[src/rtl/dmaprg_pkg.sv]
package dmaprg_pkg;
  localparam int NFLD = 9;

  // parameter-byte destinations, in fill order
  typedef enum logic [3:0] {
    F_ALO, F_AHI, F_LLO, F_LHI, F_MASK, F_MATCH, F_BLO, F_BHI, F_RMASK
  } fld_e;

  typedef struct packed {
    logic off;
    logic on;
    logic clrflg;
    logic frdy;
    logic rst;
    logic load;
    logic cont;
  } cmdev_t;

  function automatic logic [2:0] classify(input logic [7:0] b);
    logic [2:0] r;
    if (!b[7]) begin
      if (b[1:0] != 2'b00) r = 3'd0;
      else if (b[2])       r = 3'd1;
      else                 r = 3'd2;
    end else begin
      case (b[1:0])
        2'b00:   r = 3'd3;
        2'b01:   r = 3'd4;
        2'b10:   r = 3'd5;
        default: r = 3'd6;
      endcase
    end
    return r;
  endfunction

  function automatic logic [NFLD-1:0] follow_mask(input logic [2:0] r, input logic [7:0] b);
    logic [NFLD-1:0] m;
    m = '0;
    case (r)
      3'd0: begin
        m[F_ALO] = b[3];
        m[F_AHI] = b[4];
        m[F_LLO] = b[5];
        m[F_LHI] = b[6];
      end
      3'd3: begin
        m[F_MASK]  = b[3];
        m[F_MATCH] = b[4];
      end
      3'd4: begin
        m[F_BLO] = b[2];
        m[F_BHI] = b[3];
      end
      3'd6: m[F_RMASK] = (b == 8'hBB);
      default: m = '0;
    endcase
    return m;
  endfunction

  function automatic logic [3:0] first_pending(input logic [NFLD-1:0] p);
    logic [3:0] idx;
    idx = 4'd0;
    for (int i = NFLD - 1; i >= 0; i--) begin
      if (p[i]) idx = 4'(i);
    end
    return idx;
  endfunction

  function automatic logic [7:0] status_byte(input logic en, input logic [1:0] md,
                                             input logic pol, input logic rdy,
                                             input logic mf, input logic ef);
    logic [7:0] s;
    s    = 8'hCC;
    s[0] = en;
    s[1] = (md != 2'd1) && (pol != rdy);
    s[4] = !mf;
    s[5] = !ef;
    return s;
  endfunction
endpackage

[src/rtl/dmaprg_decode.sv]
module dmaprg_decode
  import dmaprg_pkg::*;
(
  input  logic            base_wr,
  input  logic [7:0]      din,
  output logic [2:0]      sel,
  output logic [NFLD-1:0] qmask,
  output cmdev_t          ev
);
  always_comb begin
    sel   = classify(din);
    qmask = '0;
    ev    = '0;
    if (base_wr) begin
      qmask = follow_mask(sel, din);
      if (sel == 3'd6) begin
        case (din)
          8'h83: ev.off    = 1'b1;
          8'h87: ev.on     = 1'b1;
          8'h8B: ev.clrflg = 1'b1;
          8'hB3: ev.frdy   = 1'b1;
          8'hC3: ev.rst    = 1'b1;
          8'hCF: ev.load   = 1'b1;
          8'hD3: ev.cont   = 1'b1;
          default: ev = '0;
        endcase
      end
    end
  end
endmodule

[src/rtl/dmaprg_queue.sv]
module dmaprg_queue
  import dmaprg_pkg::*;
(
  input  logic            clk,
  input  logic            rst_n,
  input  logic            wr_en,
  input  logic [NFLD-1:0] load_mask,
  output logic            empty,
  output fld_e            cur,
  output logic [NFLD-1:0] pend
);
  assign empty = (pend == '0);
  assign cur   = fld_e'(first_pending(pend));

  always_ff @(posedge clk or negedge rst_n) begin
    if (!rst_n) begin
      pend <= '0;
    end else if (wr_en) begin
      if (empty) pend <= load_mask;
      else       pend <= pend & ~(NFLD'(1) << cur);
    end
  end
endmodule

[src/rtl/dmaprg_status.sv]
module dmaprg_status (
  input  logic       en,
  input  logic [1:0] md,
  input  logic       pol,
  input  logic       rdy,
  input  logic       mf,
  input  logic       ef,
  output logic [7:0] stat
);
  assign stat = dmaprg_pkg::status_byte(en, md, pol, rdy, mf, ef);
endmodule

[src/rtl/dma_prog_if.sv]
module dma_prog_if
  import dmaprg_pkg::*;
#(
  parameter int AW = 16,
  parameter int LW = 16
) (
  input  logic          clk,
  input  logic          rst_n,
  input  logic          wr_en,
  input  logic [7:0]    wr_data,
  input  logic          match_set,
  input  logic          end_set,
  input  logic          byte_inc,
  output logic [1:0]    cmd,
  output logic          dma_en,
  output logic [1:0]    mode,
  output logic          irq_en,
  output logic          ready,
  output logic          rdy_pol,
  output logic [AW-1:0] addr_a,
  output logic [AW-1:0] addr_b,
  output logic [LW-1:0] blk_len,
  output logic [7:0]    match_val,
  output logic [7:0]    mask_val,
  output logic [7:0]    rd_mask,
  output logic [AW-1:0] cnt_a,
  output logic [AW-1:0] cnt_b,
  output logic [LW-1:0] byte_cnt,
  output logic          match_flag,
  output logic          end_flag,
  output logic [7:0]    status
);
  localparam int AHW = AW - 8;
  localparam int LHW = LW - 8;

  logic            q_empty;
  fld_e            q_cur;
  logic [NFLD-1:0] q_pend;
  logic [NFLD-1:0] q_load;
  logic [2:0]      reg_sel;
  cmdev_t          ev;
  logic            base_wr;
  logic            fld_wr;
  logic            ev_flagclr;
  logic [1:0]      wr4_mode;

  assign base_wr    = wr_en && q_empty;
  assign fld_wr     = wr_en && !q_empty;
  assign ev_flagclr = ev.clrflg || ev.load || ev.cont;

  dmaprg_decode u_dec (
    .base_wr (base_wr),
    .din     (wr_data),
    .sel     (reg_sel),
    .qmask   (q_load),
    .ev      (ev)
  );

  dmaprg_queue u_q (
    .clk       (clk),
    .rst_n     (rst_n),
    .wr_en     (wr_en),
    .load_mask (q_load),
    .empty     (q_empty),
    .cur       (q_cur),
    .pend      (q_pend)
  );

  dmaprg_status u_st (
    .en   (dma_en),
    .md   (mode),
    .pol  (rdy_pol),
    .rdy  (ready),
    .mf   (match_flag),
    .ef   (end_flag),
    .stat (status)
  );

  // control fields
  always_ff @(posedge clk or negedge rst_n) begin
    if (!rst_n) begin
      cmd      <= '0;
      dma_en   <= 1'b0;
      mode     <= '0;
      wr4_mode <= '0;
      irq_en   <= 1'b0;
      ready    <= 1'b1;
      rdy_pol  <= 1'b0;
    end else if (wr_en) begin
      dma_en <= 1'b0;
      if (base_wr) begin
        case (reg_sel)
          3'd0: cmd <= wr_data[1:0];
          3'd3: begin
            irq_en <= wr_data[5];
            dma_en <= wr_data[6];
          end
          3'd4: begin
            mode     <= wr_data[6:5];
            wr4_mode <= wr_data[6:5];
          end
          3'd5: rdy_pol <= wr_data[3];
          default: ;
        endcase
        if (ev.on || ev.cont) dma_en <= 1'b1;
        if (ev.frdy) ready <= rdy_pol;
        if (ev.load) mode <= wr4_mode;
        if (ev.rst) begin
          cmd    <= '0;
          irq_en <= 1'b0;
        end
      end
    end
  end

  // parameter bytes
  always_ff @(posedge clk or negedge rst_n) begin
    if (!rst_n) begin
      addr_a    <= '0;
      addr_b    <= '0;
      blk_len   <= '0;
      match_val <= '0;
      mask_val  <= '0;
      rd_mask   <= 8'h38;
    end else if (fld_wr) begin
      case (q_cur)
        F_ALO:   addr_a[7:0]     <= wr_data;
        F_AHI:   addr_a[AW-1:8]  <= wr_data[AHW-1:0];
        F_LLO:   blk_len[7:0]    <= wr_data;
        F_LHI:   blk_len[LW-1:8] <= wr_data[LHW-1:0];
        F_MASK:  mask_val        <= wr_data;
        F_MATCH: match_val       <= wr_data;
        F_BLO:   addr_b[7:0]     <= wr_data;
        F_BHI:   addr_b[AW-1:8]  <= wr_data[AHW-1:0];
        default: rd_mask         <= wr_data;
      endcase
    end
  end

  // working counters and flags
  always_ff @(posedge clk or negedge rst_n) begin
    if (!rst_n) begin
      cnt_a      <= '0;
      cnt_b      <= '0;
      byte_cnt   <= '0;
      match_flag <= 1'b0;
      end_flag   <= 1'b0;
    end else begin
      if (ev.load) begin
        cnt_a <= addr_a;
        cnt_b <= addr_b;
      end
      if (ev.load || ev.cont)  byte_cnt <= '0;
      else if (byte_inc)       byte_cnt <= byte_cnt + LW'(1);
      if (ev_flagclr) begin
        match_flag <= 1'b0;
        end_flag   <= 1'b0;
      end else begin
        if (match_set) match_flag <= 1'b1;
        if (end_set)   end_flag   <= 1'b1;
      end
    end
  end
endmodule

[config.mk]
export PLATFORM = sky130hd
export DESIGN_NAME = dma_prog_if
export DESIGN_NICKNAME = d
export VERILOG_FILES = /design/src/rtl/dmaprg_pkg.sv /design/src/rtl/dmaprg_decode.sv /design/src/rtl/dmaprg_queue.sv /design/src/rtl/dmaprg_status.sv /design/src/rtl/dma_prog_if.sv
export SDC_FILE = /design/constraint.sdc
export NUM_CORES = 1
export LEC_CHECK = 0
export ABC_AREA = 1
export BUFFER_PORTS_ARGS = -buffer_cell sky130_fd_sc_hd__buf_2
export CORE_AREA = 2 2 131 133
export DETAILED_ROUTE_END_ITERATION = 6
export DIE_AREA = 0 0 133 135
export GPL_ROUTABILITY_DRIVEN = 0
export PLACE_DENSITY_LB_ADDON = 0.25
export SETUP_SLACK_MARGIN = 0.1
export SKIP_LAST_GASP = 1
export SLEW_MARGIN = 20
export SYNTH_ARGS = -nofsm -noshare
export SYNTH_HDL_FRONTEND = slang
export SYNTH_SLANG_ARGS = --single-unit
export TNS_END_PERCENT = 100
[constraint.sdc]
create_clock -name clk -period 2.9 [get_ports clk]
set_input_delay 0.58 -clock clk [delete_from_list [all_inputs] [get_ports clk]]
set_output_delay 0.58 -clock clk [all_outputs]
set_load 0.01 [all_outputs]
==> key figures <==
Routing
  • First-pass DRT Iterations: 5
  • Post-DRT Antenna Nets: 0
  • Vias: 5416
  • Total wire length: ~17 mm
  • DR WL/cell: around 15 um
  • Avg Vias per Cell: roughly 5
  • Initial DRC count: between 300 and 400
  • DRC violations left: 0

Cells and area
  • # fillers: ~1600
  • Multi-input logic area: roughly 0.0025 mm2
  • Final instance area: roughly 0.008 mm2
  • Synthesis-to-layout area growth: 23.0%
  • Fraction of final layout cells sized beyond drive strength 1: roughly 26%
  • Flip-flop and latch area: 0.00353 mm2
  • Nets: ~900

STA
  • Tmin final: approximately 2100 ps
  • Hold Fails Final Rpt: 0
  • Max Slew Vio Count: 0
  • Fmax: 468 MHz
  • Layout Skew: roughly 10 ps
  • Unrepaired setup endpoints after global routing: no
  • Least-Margin Pin Slew: 565 ps
  • Period utilization: around 74%
  • Setup TNS: 0 ps
  • Worst slew margin: roughly 62%
  • Final setup vio count: 0

Pwr
  • Net Sw Power: slightly above 3 mW
  • Seq pwr share: between 30% and 40%
  • Internal power: 4.95 mW
  • Leak: 4.34 nW
  • Clk pwr share: between 20% and 30%
  • Total power: slightly above 8 mW
  • Peak VDD IR: slightly below 0.6 mV
  • PwrDens: roughly 1000 mW/mm2
  • Switching part of the total: about two fifths
  • Comb pwr share: between 30% and 40%

CTS
  • Root buf cell: clkbuf_16
  • Clk Latency, worst-skew pair: roughly 420 ps
  • CTS tree: yes
  • # Post-CTS Setup Buffers: 0
  • Cts hold-fix bufs: 0
  • Reg clk slew, reported paths: ~60 ps
  • CTS Buf Count: 17
  • Clock sinks: ~140
  • CTS Buffer Depth: 2
  • H-tree depth: 4
  • Post-CTS Resized: 0

Die
  • Total core area: between 0.015 and 0.02 mm2
  • Die width: 133 um
  • # IOs: roughly 150
  • Die H: 135 um
  • Row count: 47
  • Initial core utilization: about two fifths
  • Total Die Area: 0.0180 mm2

Global route
  • Largest net degree at the start of global routing: 61
  • Initial antenna violation count: 1
  • First-pass GRT wire length: 27.1 mm
  • Vias in the first global route: 5085
  • GRT Overall Usage: 19.5%
  • GRT Residual Overflow: 0

Setup path
  • Startpoint types: flip-flop
  • Critical path class: flip-flop to flip-flop
  • CP Max Fanout: 17
  • Critical Path AT: around 2400 ps
  • CP required: between 3000 and 4000 ps
  • CP Capture Type: flip-flop

Synthesis
  • Most numerous cell in the Yosys netlist: nand2_1
  • Syn_area_per_cell: ~9 um2
  • Sequential element share of the synthesized area: between 50% and 60%
  • Syn Inst Count: between 700 and 800
  • Post-Synthesis Cell Area: 0.00650 mm2
  • Largest cells by area after synthesis: dfrtp_1 53%, nand2_1 10%, nor2_1 5.3%, nand3_1 3.8%, o21ai_0 3.2%
  • Ys Warns: 0
  • Ys async rst share: 100%
  • Synth cell types: between 40 and 50
  • Post-synth EDFFs: 0
  • Top cell type by total area after synthesis: dfrtp_1
  • Top FF cell, synth: dfrtp_1
  • Synth top cells by count: 175 x nand2_1, 137 x dfrtp_1, 91 x nor2_1
  • Share of the synthesized area in the top cell type: between 50% and 60%
  • Synthesized flop and latch total: between 100 and 150

Place
  • I/O Buffers: 147
  • Post-placement cell area: roughly 0.0074 mm2
  • Post-DP HPWL: between 10 and 15 mm

Run
  • Maxcap violations: 0

Status
  • Status: finished clean

Hold path
  • Min-Delay Path Class: input port to asynchronous set/reset pin
## critical path, cell delays in order, from the launching register on
cell and delay (ps):
dfrtp_1 420, nor2_1 180, nand3_1 210, nor2_4 220
nand3_4 170, nor2_8 190, nand3b_4 240, o21ai_0 290
nor2_1 80
## routing by layer
metal | track usage (%) | wire length [um]
met1 | 27.0 | 8010
met2 | 29.6 | 7670
met3 | 5.37 | 1090
met4 | 6.45 | 274
met5 | 0 | 0
## flip-flops by register name, indices dropped and copies added (netlist names), 9 cells and up
| signal | flops |
|---|---|
| blk_len | 16 |
| addr_b | 16 |
| cnt_a | 16 |
| byte_cnt | 16 |
| addr_a | 16 |
| cnt_b | 16 |
| u_q.pend | 9 |
## worst paths after layout
path	from	end	slack, ps	cells past startpoint
setup reg to reg	u_q.pend[6]	byte_cnt[12]	760	8
max in group asynchronous	rst_n	ready	2160	2
hold reg to reg	blk_len[15]	blk_len[15]	470	2
hold / removal	rst_n	cnt_a[4]	70	1
min in group clk	match_set	match_flag	390	3
setup / recovery	u_q.pend[6]	byte_cnt[12]	760	8
## metrics by stage
stage / hold WS [ps] / setup WS [ps] / std cells / util [%]
detailed placement: 458 / 447 / 1075 / 45.2
global placement: 452 / 488 / 1075 / 45.2
global route: 81.6 / 592 / 1108 / 48.8
CTS: 67.7 / 737 / 1107 / 48.8
finish: 69.9 / 761 / 1108 / 48.8
floorplan: 284 / 850 / 728 / -
## cell usage in the layout, fill, tap and decap left out, drive strengths merged, types with 3 or more instances in the layout
cell type	n
nor3	6
a21oi	33
conb	4
ha	5
xor2	11
bufinv	3
nor4	3
nand4	24
clkbuf	26
clkinv	4
o21ai	51
dfstp	4
dfrtp	137
nand2	183
nand3	53
inv	56
buf	158
nor2	99
o21bai	17
## logic make-up after synthesis
kind of cell | count (synthesis) | share of synthesized area (%)
AOI/OAI and AO/OA | 107 | 10.1
DFF | 141 | 54.3
other | 1 | 0.0576
xor gates and xnor gates | 13 | 1.75
buffers and inverters | 88 | 6.73
adders and majority gates | 5 | 0.962
and+or+nand+nor | 370 | 26.1
## layout make-up
class	instances	area share (%)
diodes	1	0.0313
clock buffers	26	5.99
clock inverters	6	1.36
inverters	57	2.71
multi-input cells	499	31.9
flip-flops and latches	141	44.2
well taps	220	3.44
repair buffers	158	10.5
## power by group through the flow
stage | Sequential, mW | Combinational, mW | Clock [mW]
finish | 3.04 | 2.84 | 2.19
global route | 3.11 | 3.20 | 2.32
CTS | 3.04 | 2.87 | 2.24
detailed placement | 3.05 | 2.86 | 0
global placement | 3.06 | 2.83 | 0
floorplan | 3.21 | 1.61 | 0
Note: power is estimated with default switching activity, not from simulation.
